===== src/rtl/pgf_pkg.sv =====
package pgf_pkg;

  typedef enum logic [1:0] {
    PGF_OFF    = 2'd0,
    PGF_BYPASS = 2'd1,
    PGF_FILTER = 2'd2
  } pgf_mode_e;

  function automatic pgf_mode_e pgf_mode(input logic en, input logic byp);
    if (!en)     return PGF_OFF;
    else if (byp) return PGF_BYPASS;
    else         return PGF_FILTER;
  endfunction

endpackage


===== src/rtl/pgf_sync.sv =====
module pgf_sync #(
  parameter int STAGES = 2
) (
  input  logic clk,
  input  logic rst,
  input  logic hold,
  input  logic d,
  output logic q
);
  logic [STAGES-1:0] chain_q;

  generate
    for (genvar i = 0; i < STAGES; i++) begin : g_stage
      always_ff @(posedge clk) begin
        if (rst || hold) chain_q[i] <= 1'b1;
        else if (i == 0) chain_q[i] <= d;
        else             chain_q[i] <= chain_q[(i == 0) ? 0 : i-1];
      end
    end
  endgenerate

  assign q = chain_q[STAGES-1];
endmodule


===== src/rtl/pgf_qualifier.sv =====
module pgf_qualifier
  import pgf_pkg::*;
#(
  parameter int SEL_W = 4,
  parameter int CNT_W = 16
) (
  input  logic             clk,
  input  logic             rst,
  input  pgf_mode_e        mode,
  input  logic [SEL_W-1:0] sel,
  input  logic             samp,
  output logic             lvl_q,
  output logic             lvl_d
);
  localparam logic [CNT_W-1:0] ONE = CNT_W'(1);

  logic [CNT_W-1:0] run_q, run_d;
  logic [SEL_W-1:0] n_eff;
  logic [CNT_W-1:0] limit;
  logic             differs, reached;

  always_comb begin
    n_eff   = (sel == '0) ? SEL_W'(1) : sel;
    limit   = (ONE << n_eff) - ONE;
    differs = samp ^ lvl_q;
    reached = (run_q >= limit);
    unique case (mode)
      PGF_OFF: begin
        lvl_d = 1'b1;
        run_d = '0;
      end
      PGF_BYPASS: begin
        lvl_d = samp;
        run_d = '0;
      end
      default: begin
        lvl_d = (differs && reached) ? samp : lvl_q;
        run_d = (!differs || reached) ? '0 : run_q + ONE;
      end
    endcase
  end

  always_ff @(posedge clk) begin
    if (rst) begin
      lvl_q <= 1'b1;
      run_q <= '0;
    end else begin
      lvl_q <= lvl_d;
      run_q <= run_d;
    end
  end
endmodule


===== src/rtl/pgf_strobe.sv =====
module pgf_strobe (
  input  logic clk,
  input  logic rst,
  input  logic active,
  input  logic lvl_cur,
  input  logic lvl_next,
  output logic pulse
);
  always_ff @(posedge clk) begin
    if (rst) pulse <= 1'b0;
    else     pulse <= active & lvl_next & ~lvl_cur;
  end
endmodule


===== src/rtl/pulse_glitch_filter.sv =====
module pulse_glitch_filter
  import pgf_pkg::*;
#(
  parameter int SEL_W       = 4,
  parameter int CNT_W       = 16,
  parameter int SYNC_STAGES = 2
) (
  input  logic             clk,
  input  logic             rst,
  input  logic             en,
  input  logic             bypass,
  input  logic [SEL_W-1:0] sel,
  input  logic             din,
  output logic             filt_level,
  output logic             count_pulse
);
  pgf_mode_e mode;
  logic      samp_w;
  logic      lvl_q, lvl_d;

  assign mode = pgf_mode(en, bypass);

  pgf_sync #(.STAGES(SYNC_STAGES)) u_sync (
    .clk  (clk),
    .rst  (rst),
    .hold (mode == PGF_OFF),
    .d    (din),
    .q    (samp_w)
  );

  pgf_qualifier #(.SEL_W(SEL_W), .CNT_W(CNT_W)) u_qual (
    .clk   (clk),
    .rst   (rst),
    .mode  (mode),
    .sel   (sel),
    .samp  (samp_w),
    .lvl_q (lvl_q),
    .lvl_d (lvl_d)
  );

  pgf_strobe u_strobe (
    .clk      (clk),
    .rst      (rst),
    .active   (mode != PGF_OFF),
    .lvl_cur  (lvl_q),
    .lvl_next (lvl_d),
    .pulse    (count_pulse)
  );

  assign filt_level = lvl_q;
endmodule


===== config.mk =====
export PLATFORM = sky130hd
export DESIGN_NAME = pulse_glitch_filter
export DESIGN_NICKNAME = d
export VERILOG_FILES = /design/src/rtl/pgf_pkg.sv /design/src/rtl/pgf_sync.sv /design/src/rtl/pgf_qualifier.sv /design/src/rtl/pgf_strobe.sv /design/src/rtl/pulse_glitch_filter.sv
export SDC_FILE = /design/constraint.sdc
export NUM_CORES = 1
export LEC_CHECK = 0
export ABC_AREA = 1
export BUFFER_PORTS_ARGS = -buffer_cell sky130_fd_sc_hd__buf_2
export CAP_MARGIN = 20
export CORE_ASPECT_RATIO = 0.75
export CORE_UTILIZATION = 59
export DETAILED_ROUTE_END_ITERATION = 16
export PLACE_DENSITY = 0.78
export SYNTH_ARGS = -nofsm -noshare
export SYNTH_HDL_FRONTEND = slang
export SYNTH_HIERARCHICAL = 1
export SYNTH_SLANG_ARGS = --single-unit
export TNS_END_PERCENT = 100

===== constraint.sdc =====
create_clock -name clk -period 3.3 [get_ports clk]
set_input_delay 0.66 -clock clk [delete_from_list [all_inputs] [get_ports clk]]
set_output_delay 0.66 -clock clk [all_outputs]
set_load 0.005 [all_outputs]

==> impl_metrics.yaml, run 1 <==
outcome:
  status: "finished clean"
global_route:
  grt_antenna_before_repair: 0
  grt_util_met1: 0.360
  first_global_vias: 1212
  grt_overflow: 0
  grt_use_total: 0.260
  grt_max_degree: 17
  gr-usage-met3: 0.0625
  grt_busiest_layer: "met2"
  grtUsageMet2: 0.407
  grt_pass1_wl_um: 5180
die:
  num_rows: 15
  start_util: 0.637
  design.core.area_um2: 2350
  die_w_um: 60.1
  dieHeight_um: 45.6
  ios: 11
  die_area_um2: 2740
timing:
  rsz0062_at_grt: "false"
  report.final.slew_viol_count: 0
  max_freq_mhz: 357
  final_hold_viol_count: 0
  setup_tns_ps: 0
  timing.final.crit_period_ps: 2800
  layout_worst_path_cycle_share: 0.848
  setup_viol: 0
  skew_ps: 4.52
clock_tree:
  postCtsHoldBufs: 0
  cts_buffers: 3
  cts_max_path_buffers: 2
  cts.clk_slew.worst_paths_ps: 120
  clk_latency_ps: 300
  cts-htree-levels: 1
  cts_resized: 0
  cts_tree: "built"
  cts_setup_buffers: 0
  clock_sinks: 20
  clockRootBuffer: "clkbuf_4"
finish:
  fin_util: 0.694
  drive_gt1_frac: 0.118
  area_growth_pct: 8.87
  antenna_cells: 0
  num-nets-final: 266
synth:
  synthArstFlopShare: 0
  ys_types: 25
  netlist.area_leader.share: 0.268
  ys_top_cells_by_area: "dfxtp_1 (27%), ha_1 (15%), nand2_1 (14%)"
  synth_enable_flop_cells: 0
  synthFlopType: "dfxtp_1"
  synth_cells: 225
  synth.largest_area_cell: "dfxtp_1"
  synth_most_common_cell: "nand2_1"
  yosysSeqAreaShare: 0.268
  yosys-top-cells-count: "nand2_1 (57), inv_1 (33), nor2_1 (29)"
  syn_area_um2: 1500
  synth_area_per_cell_um2: 6.65
  synth_seq_cells: 20
  yosys_warnings: 6
power_and_ir_drop:
  pwr-share-clk: 0.400
  swShare: 0.228
  combPwrFrac: 0.113
  pwr-share-seq: 0.486
  p_switching_uw: 114
  p_leak_nw: 0.760
  power.internal_uw: 387
  ir_drop_uv: 228
  power_density_nw_per_um2: 308
critical_path:
  crit_top_cell: "nand2_1"
  slowest_delay_ps: 290
  cp_cell_sequence: "buf_2 -> nor2_1 -> nand2_1 -> ha_1 -> o21ai_0 -> a21oi_1 -> xnor2_1 -> ha_1 -> nand2_1 -> inv_1 -> nand2_1 -> nor2_1 -> nor2_1 -> nand2_1 -> nand2_1 -> nand3_2 -> nor3_1"
  critical-path-top-delay-family: "simple AND/OR/NAND/NOR gates"
  crit_type: "primary input to flop"
  crit_path_end_kind: "flop"
  critPathArrivalTime_ps: 3030
  startpoint_type: "primary input"
  crit_slowest_cell: "nand3_2"
  required_ps: 3530
  worst-path-buf-inv: 2
  path_max_fanout: 16
detailed_routing:
  wl_um: 3100
  drt_pass1_iterations: 4
  dr_total_vias: 1367
  drc: 0
  drt_iter0_drc: 110
  antenna_left: 0
  routed_via_density: 5.03
  wl_per_cell_um: 11.4
placement:
  place.port_buffers: 10
  dp_hpwl_um: 2490
  globalplace.congestion: 0.893
worst_hold_path:
  hold_path.class: "flop to flop"
run:
  drv_cap: 0
[sequential cells by signal, summed over array words and instances (netlist names)]
name / count
u_qual/lvl_q: 1
u_qual/run_q: 16
u_strobe/pulse: 1
u_sync/chain_q: 1
u_sync/q: 1
[power by group through the flow]
stage          Sequential (mW)  Clock (mW)  Combinational [mW]
2_1_floorplan            0.249           0              0.0403
3_3_place_gp             0.249           0              0.0528
3_5_place_dp             0.249           0              0.0557
4_1_cts                  0.244       0.207              0.0562
5_1_grt                  0.244       0.215              0.0657
6_report                 0.244       0.201              0.0569
[metrics by stage]
stage	hold WS, ps	setup slack (ps)	std cells	power (mW)	area (µm²)
final	446	502	272	0.502	1630
after global routing	467	214	272	0.525	1630
after CTS	455	515	272	0.507	1630
after detailed placement	415	229	268	0.305	1580
after global placement	390	412	268	0.302	1580
after floorplan	386	631	227	0.289	1500
[cell usage in the layout, fill, tap and decap left out, types with 4 or more instances in the layout]
master,count
a21oi_1,13
buf_2,10
dfxtp_1,20
ha_1,18
inv_1,33
nand2_1,57
nand3_1,6
nand4_1,6
nor2_1,29
nor2_2,7
nor3_1,4
o21ai_0,5
xnor2_1,4
xor2_1,7
[final cells by class]
class / count / area [µm²]
Sequential cell: 20 / 400
Fill cell: 211 / 718
Clock buffer: 3 / 22.5
Tap cell: 34 / 42.5
Timing Repair Buffer: 10 / 50.0
Inverter: 36 / 135
Clock inverter: 1 / 30.0
Multi-Input combinational cell: 168 / 947
[metal layers]
layer	vias to the layer above	share of wire
met3	8	0.044
met2	31	0.43
met5	-	0
li1	731	-
met4	0	0.016
met1	597	0.51
[worst reg2reg max path: stages (launching register included)]
cell     delay (ps)
dfxtp_1         480
ha_1            290
nand2_1          70
inv_1            40
nand2_1          70
nor2_1           50
nor2_1          100
nand2_1          60
nand2_1         110
nand3_2         290
nor3_1          240
[worst paths after layout]
check,startpoint,to,slack (ps),cells after the start
max reg2reg,u_qual/run_q[7]$_SDFF_PP0_,u_qual/run_q[11]$_SDFF_PP0_,1410,10
min,u_sync/chain_q[0]$_SDFF_PP1_,u_sync/q$_SDFF_PP1_,450,2
max,sel[3],u_qual/run_q[11]$_SDFF_PP0_,500,17
min reg2reg,u_sync/chain_q[0]$_SDFF_PP1_,u_sync/q$_SDFF_PP1_,450,2
[cells by family (layout without fill, tap and decap cells)]
family	after synthesis	in the layout	share of synthesized area
simple gates	115	115	0.335
flops	20	20	0.268
compound gates	21	21	0.0762
xor+xnor	11	11	0.0644
other cells	1	3	0.00251
fa+ha+maj	18	18	0.151
buf+inv	39	50	0.104
No activity file was read; power rests on OpenSTA's default activity.
==> run 2: changes to the inputs <==
- ABC_AREA: 1 -> 0
- CORE_UTILIZATION: 59 -> 53
- PLACE_DENSITY: 0.78 -> 0.75
- clock period: 3.3 -> 2.42 ns (I/O delays scaled with it)
==> impl_metrics.yaml, run 2 <==
timing:
  layout_worst_path_cycle_share: 1.22
  final_hold_viol_count: 0
  setup_tns_ps: -7900
  fin_ws_ps: -541
  hold_ws_ps: 351
  rsz0062_at_grt: "true"
  setup_viol: 18
  skew_ps: 9.91
  timing.final.crit_period_ps: 2960
  max_freq_mhz: 338
  report.final.slew_viol_count: 0
power_and_ir_drop:
  finalPower_uw: 745
  p_leak_nw: 0.753
  ir_drop_uv: 264
  power_density_nw_per_um2: 393
synth:
  yosys-top-cells-count: "nor2_1 (25), dfxtp_1 (20), ha_1 (18)"
  synth_most_common_cell: "nor2_1"
  syn_area_um2: 1380
  netlist.area_leader.share: 0.290
  yosysSeqAreaShare: 0.290
  synth_area_per_cell_um2: 8.41
  synth_cells: 164
  synth_seq_cells: 20
  ys_top_cells_by_area: "dfxtp_1 (29%), ha_1 (16%), xor2_1 (7.0%)"
  synth_enable_flop_cells: 0
  yosys_warnings: 6
  ys_types: 39
  synth.largest_area_cell: "dfxtp_1"
  synthArstFlopShare: 0
  synthFlopType: "dfxtp_1"
die:
  start_util: 0.578
  ios: 11
  die_area_um2: 2810
  die_w_um: 60.9
  design.core.area_um2: 2380
  num_rows: 15
  dieHeight_um: 46.2
outcome:
  status: "finished, violations left"
  violations: "setup timing"
global_route:
  first_global_vias: 1312
  grt_max_degree: 14
  grt_antenna_before_repair: 0
  grt_overflow: 0
  grt_use_total: 0.327
  grt_pass1_wl_um: 6310
finish:
  num-nets-final: 221
  drive_gt1_frac: 0.347
  final_common_cell: "dfxtp_1"
  fin_util: 0.796
  fin_cells: 227
  largest_reg_flops: 16
  fin_area_um2: 1900
  area_growth_pct: 37.7
  most-common-layout-cells: "dfxtp_1 (20), ha_1 (16), nor2_1 (13), buf_4 (13), xor2_1 (11)"
  largest_register: "u_qual/run_q"
  antenna_cells: 0
detailed_routing:
  wl_per_cell_um: 19.1
  drc: 0
  drt_iter0_drc: 102
  wl_um: 4330
  antenna_left: 0
  drt_pass1_iterations: 4
  routed_via_density: 6.05
  dr_total_vias: 1373
worst_hold_path:
  hold_path.class: "primary input to flop"
  hold_depth: 2
clock_tree:
  clk_latency_ps: 320
  cts-htree-levels: 1
  cts.clk_slew.worst_paths_ps: 130
  clock_sinks: 20
  cts_tree: "built"
  clockRootBuffer: "clkbuf_4"
  postCtsHoldBufs: 0
  cts_max_path_buffers: 2
  cts_buffers: 3
critical_path:
  startpoint_type: "primary input"
  critPathArrivalTime_ps: 3180
  crit_slowest_cell: "or3_4"
  slowest_delay_ps: 400
  cp_cell_sequence: "buf_6 -> or3_4 -> ha_4 -> buf_4 -> nor3_1 -> a21o_1 -> a32oi_2 -> ha_1 -> nand2_2 -> o21ai_1 -> a2bb2oi_2 -> nand3_2 -> mux2_4 -> and4bb_2"
  path_depth: 14
  required_ps: 2640
  crit_type: "primary input to flop"
  path_max_fanout: 4
  worst-path-buf-inv: 2
  rr_worst_depth: 7
  critical-path-top-delay-family: "simple AND/OR/NAND/NOR gates"
  crit_path_end_kind: "flop"
placement:
  place_area_um2: 1610
  placedCellCount: 216
  place_ws_ps: -834
  place.port_buffers: 10
  dp_hpwl_um: 2590
  globalplace.congestion: 0.807
run:
  drv_cap: 0
run 2: area by class of cell:
type,count,area [µm²]
Fill cell,164,485
Clock buffer,3,22.5
Multi-Input combinational cell,134,1130
Inverter,5,18.8
Clock inverter,1,30.0
Tap cell,34,42.5
Timing Repair Buffer,30,255
Sequential cell,20,400
run 2: timing repair:
item | in CTS | in global routing
cloned | 1 | 0
pin swaps | 31 | 0
hold endpoints to repair | 0 | 0
endpoints found under the setup margin | 18 | 18
resized for setup | 32 | 9
setup buffers | 8 | 0
run 2: report_power, final:
part | internal, mW | leakage, nW | switching, mW
Clock | 0.168 | 0.0279 | 0.114
Sequential | 0.330 | 0.161 | 0.000552
Combinational | 0.0632 | 0.563 | 0.0698
run 2: worst reg2reg max path, stage by stage (launching register included):
cell and delay, ps:
dfxtp_1 440, ha_1 280, nor2b_1 160, o211a_1 250, o311ai_4 310, nand3_2 130, mux2_4 310, and4bb_2 230
run 2: cells by family (layout without fill, tap and decap cells):
group,after synthesis,after routing,share of synthesized area
simple gates,69,69,0.256
compound gates,25,25,0.126
buf+inv,12,39,0.0381
flops,20,20,0.290
xor+xnor,17,17,0.108
fa+ha+maj,18,18,0.163
other cells,1,3,0.00272
mux,2,2,0.0154
run 2: path summary, 6_finish.rpt:
kind / slack, ps / to / startpoint
worst max register to register: 220 / u_strobe/pulse$_SDFF_PP0_ / u_qual/run_q[1]$_SDFF_PP0_
worst min-delay path: 350 / u_sync/chain_q[0]$_SDFF_PP1_ / din
worst min register to register: 440 / u_sync/q$_SDFF_PP1_ / u_sync/chain_q[0]$_SDFF_PP1_
worst max-delay path: -540 / u_strobe/pulse$_SDFF_PP0_ / sel[1]
run 2: routing by layer:
layer  track usage  wire length [µm]
met1         0.396              1840
met2         0.558              2050
met3        0.0702               194
met4         0.155               246
met5             0                 0
==> run 3: changes to the inputs <==
- CELL_PAD_IN_SITES_DETAIL_PLACEMENT: unset -> 2
- CELL_PAD_IN_SITES_GLOBAL_PLACEMENT: unset -> 2
- CORE_UTILIZATION: 53 -> 32
- PLACE_DENSITY: 0.75 -> unset
- PLACE_DENSITY_LB_ADDON: unset -> 0.1
==> impl_metrics.yaml, run 3 (same netlist as run 2, synthesis figures left out) <==
power_and_ir_drop:
  p_leak_nw: 0.785
  combPwrFrac: 0.174
  pwr-share-seq: 0.460
  pwr-share-clk: 0.366
  ir_drop_uv: 197
  finalPower_uw: 718
  power.internal_uw: 535
  swShare: 0.255
  p_switching_uw: 183
  power_density_nw_per_um2: 373
worst_hold_path:
  hold_depth: 2
  hold_path.class: "primary input to flop"
timing:
  rsz0062_at_grt: "true"
  report.final.slew_viol_count: 0
  tightest_slew_ps: 598
  layout_worst_path_cycle_share: 1.22
  hold_ws_ps: 396
  fin_ws_ps: -527
  relSlewSlack: 0.600
  timing.final.crit_period_ps: 2950
  final_hold_viol_count: 0
  setup_tns_ps: -8460
  setup_viol: 18
  skew_ps: 1.94
  max_freq_mhz: 339
finish:
  antenna_cells: 0
  largest_reg_flops: 16
  area_growth_pct: 39.8
  fin_area_um2: 1930
  final_common_cell: "dfxtp_1"
  drive_gt1_frac: 0.318
  most-common-layout-cells: "dfxtp_1 (20), buf_4 (18), nor2_1 (17), ha_1 (17)"
  fin_cells: 253
  largest_register: "u_qual/run_q"
  num-nets-final: 226
clock_tree:
  cts_tree: "built"
  cts_buffers: 3
  clockRootBuffer: "clkbuf_8"
  cts-htree-levels: 1
  postCtsHoldBufs: 0
  clock_sinks: 20
  cts.clk_slew.worst_paths_ps: 80
  cts_max_path_buffers: 2
  clk_latency_ps: 260
global_route:
  grt_pass1_wl_um: 7880
  grt_overflow: 0
  grt_antenna_before_repair: 0
  grt_use_total: 0.232
  grt_max_degree: 14
  first_global_vias: 1524
placement:
  globalplace.congestion: 0.758
  dp_hpwl_um: 3160
  place.port_buffers: 10
  placedCellCount: 238
  place_area_um2: 1640
critical_path:
  required_ps: 2580
  crit_path_end_kind: "flop"
  critPathArrivalTime_ps: 3110
  startpoint_type: "primary input"
  path_max_fanout: 4
  crit_type: "primary input to flop"
  rr_worst_depth: 9
die:
  design.core.area_um2: 4080
  die_area_um2: 4580
  ios: 11
  die_w_um: 77.8
  start_util: 0.338
  num_rows: 20
  dieHeight_um: 58.8
outcome:
  status: "finished, violations left"
  violations: "setup timing"
detailed_routing:
  wl_per_cell_um: 19.0
  drt_pass1_iterations: 4
  wl_um: 4810
  routed_via_density: 5.36
  drt_iter0_drc: 50
  dr_total_vias: 1357
  antenna_left: 0
  drc: 0
run:
  drv_cap: 0
run 3: cell count changes in the layout (fill, tap and decap cells not counted), moves of 3 or more:
cell / change
buf_4: +5
clkbuf_8: +4
nor2_1: +4
clkbuf_4: -3
nor2_4: -3
run 3: power groups by stage:
stage	clock [mW]	combinational, mW	sequential [mW]
2_1_floorplan	0	0.0660	0.338
3_3_place_gp	0	0.0952	0.338
3_5_place_dp	0	0.102	0.338
4_1_cts	0.269	0.116	0.330
5_1_grt	0.286	0.137	0.330
6_report	0.263	0.125	0.330
run 3: what timing repair did:
| action | CTS | global route |
|---|---|---|
| resized for setup | 27 | 3 |
| cloned | 1 | 0 |
| pin swaps | 28 | 1 |
| setup buffers | 10 | 1 |
| setup endpoints to repair | 18 | 18 |
run 3: final cells by class:
| class | instances | area (µm²) |
|---|---|---|
| inverter | 5 | 18.8 |
| fill | 432 | 2150 |
| multi-input combinational | 134 | 1080 |
| timing repair buffer | 35 | 302 |
| clock buffer | 4 | 55.1 |
| sequential | 20 | 400 |
| tap | 55 | 68.8 |
run 3: routing by layer:
layer	up-vias	track usage	part of all wire
met4	0	0.0809	0.027
met3	15	0.0434	0.027
met5	-	0	0
li1	646	-	-
met2	26	0.442	0.54
met1	670	0.262	0.41
run 3: metrics by stage:
stage / setup slack, ps / util
6_report: -527 / 0.473
5_1_grt: -600 / 0.473
4_1_cts: -447 / 0.465
3_5_place_dp: -858 / 0.403
3_3_place_gp: -763 / 0.403
2_1_floorplan: -113 / -
run 3: final timing paths:
kind | start | to | slack (ps)
worst max-delay path | sel[2] | u_strobe/pulse$_SDFF_PP0_ | -530
worst min register to register | u_sync/chain_q[0]$_SDFF_PP1_ | u_sync/q$_SDFF_PP1_ | 420
worst min-delay path | din | u_sync/chain_q[0]$_SDFF_PP1_ | 400
worst max register to register | u_qual/run_q[1]$_SDFF_PP0_ | u_qual/run_q[14]$_SDFF_PP0_ | 300
run 3: critical path, cell delays in order:
cell	delay, ps
buf_6	90
or3_4	390
ha_4	200
xor2_1	140
o22a_1	230
ha_1	310
nand4_1	210
nor3_4	240
buf_4	160
a2bb2oi_4	50
nand3_2	80
mux2_4	300
and4bb_2	220
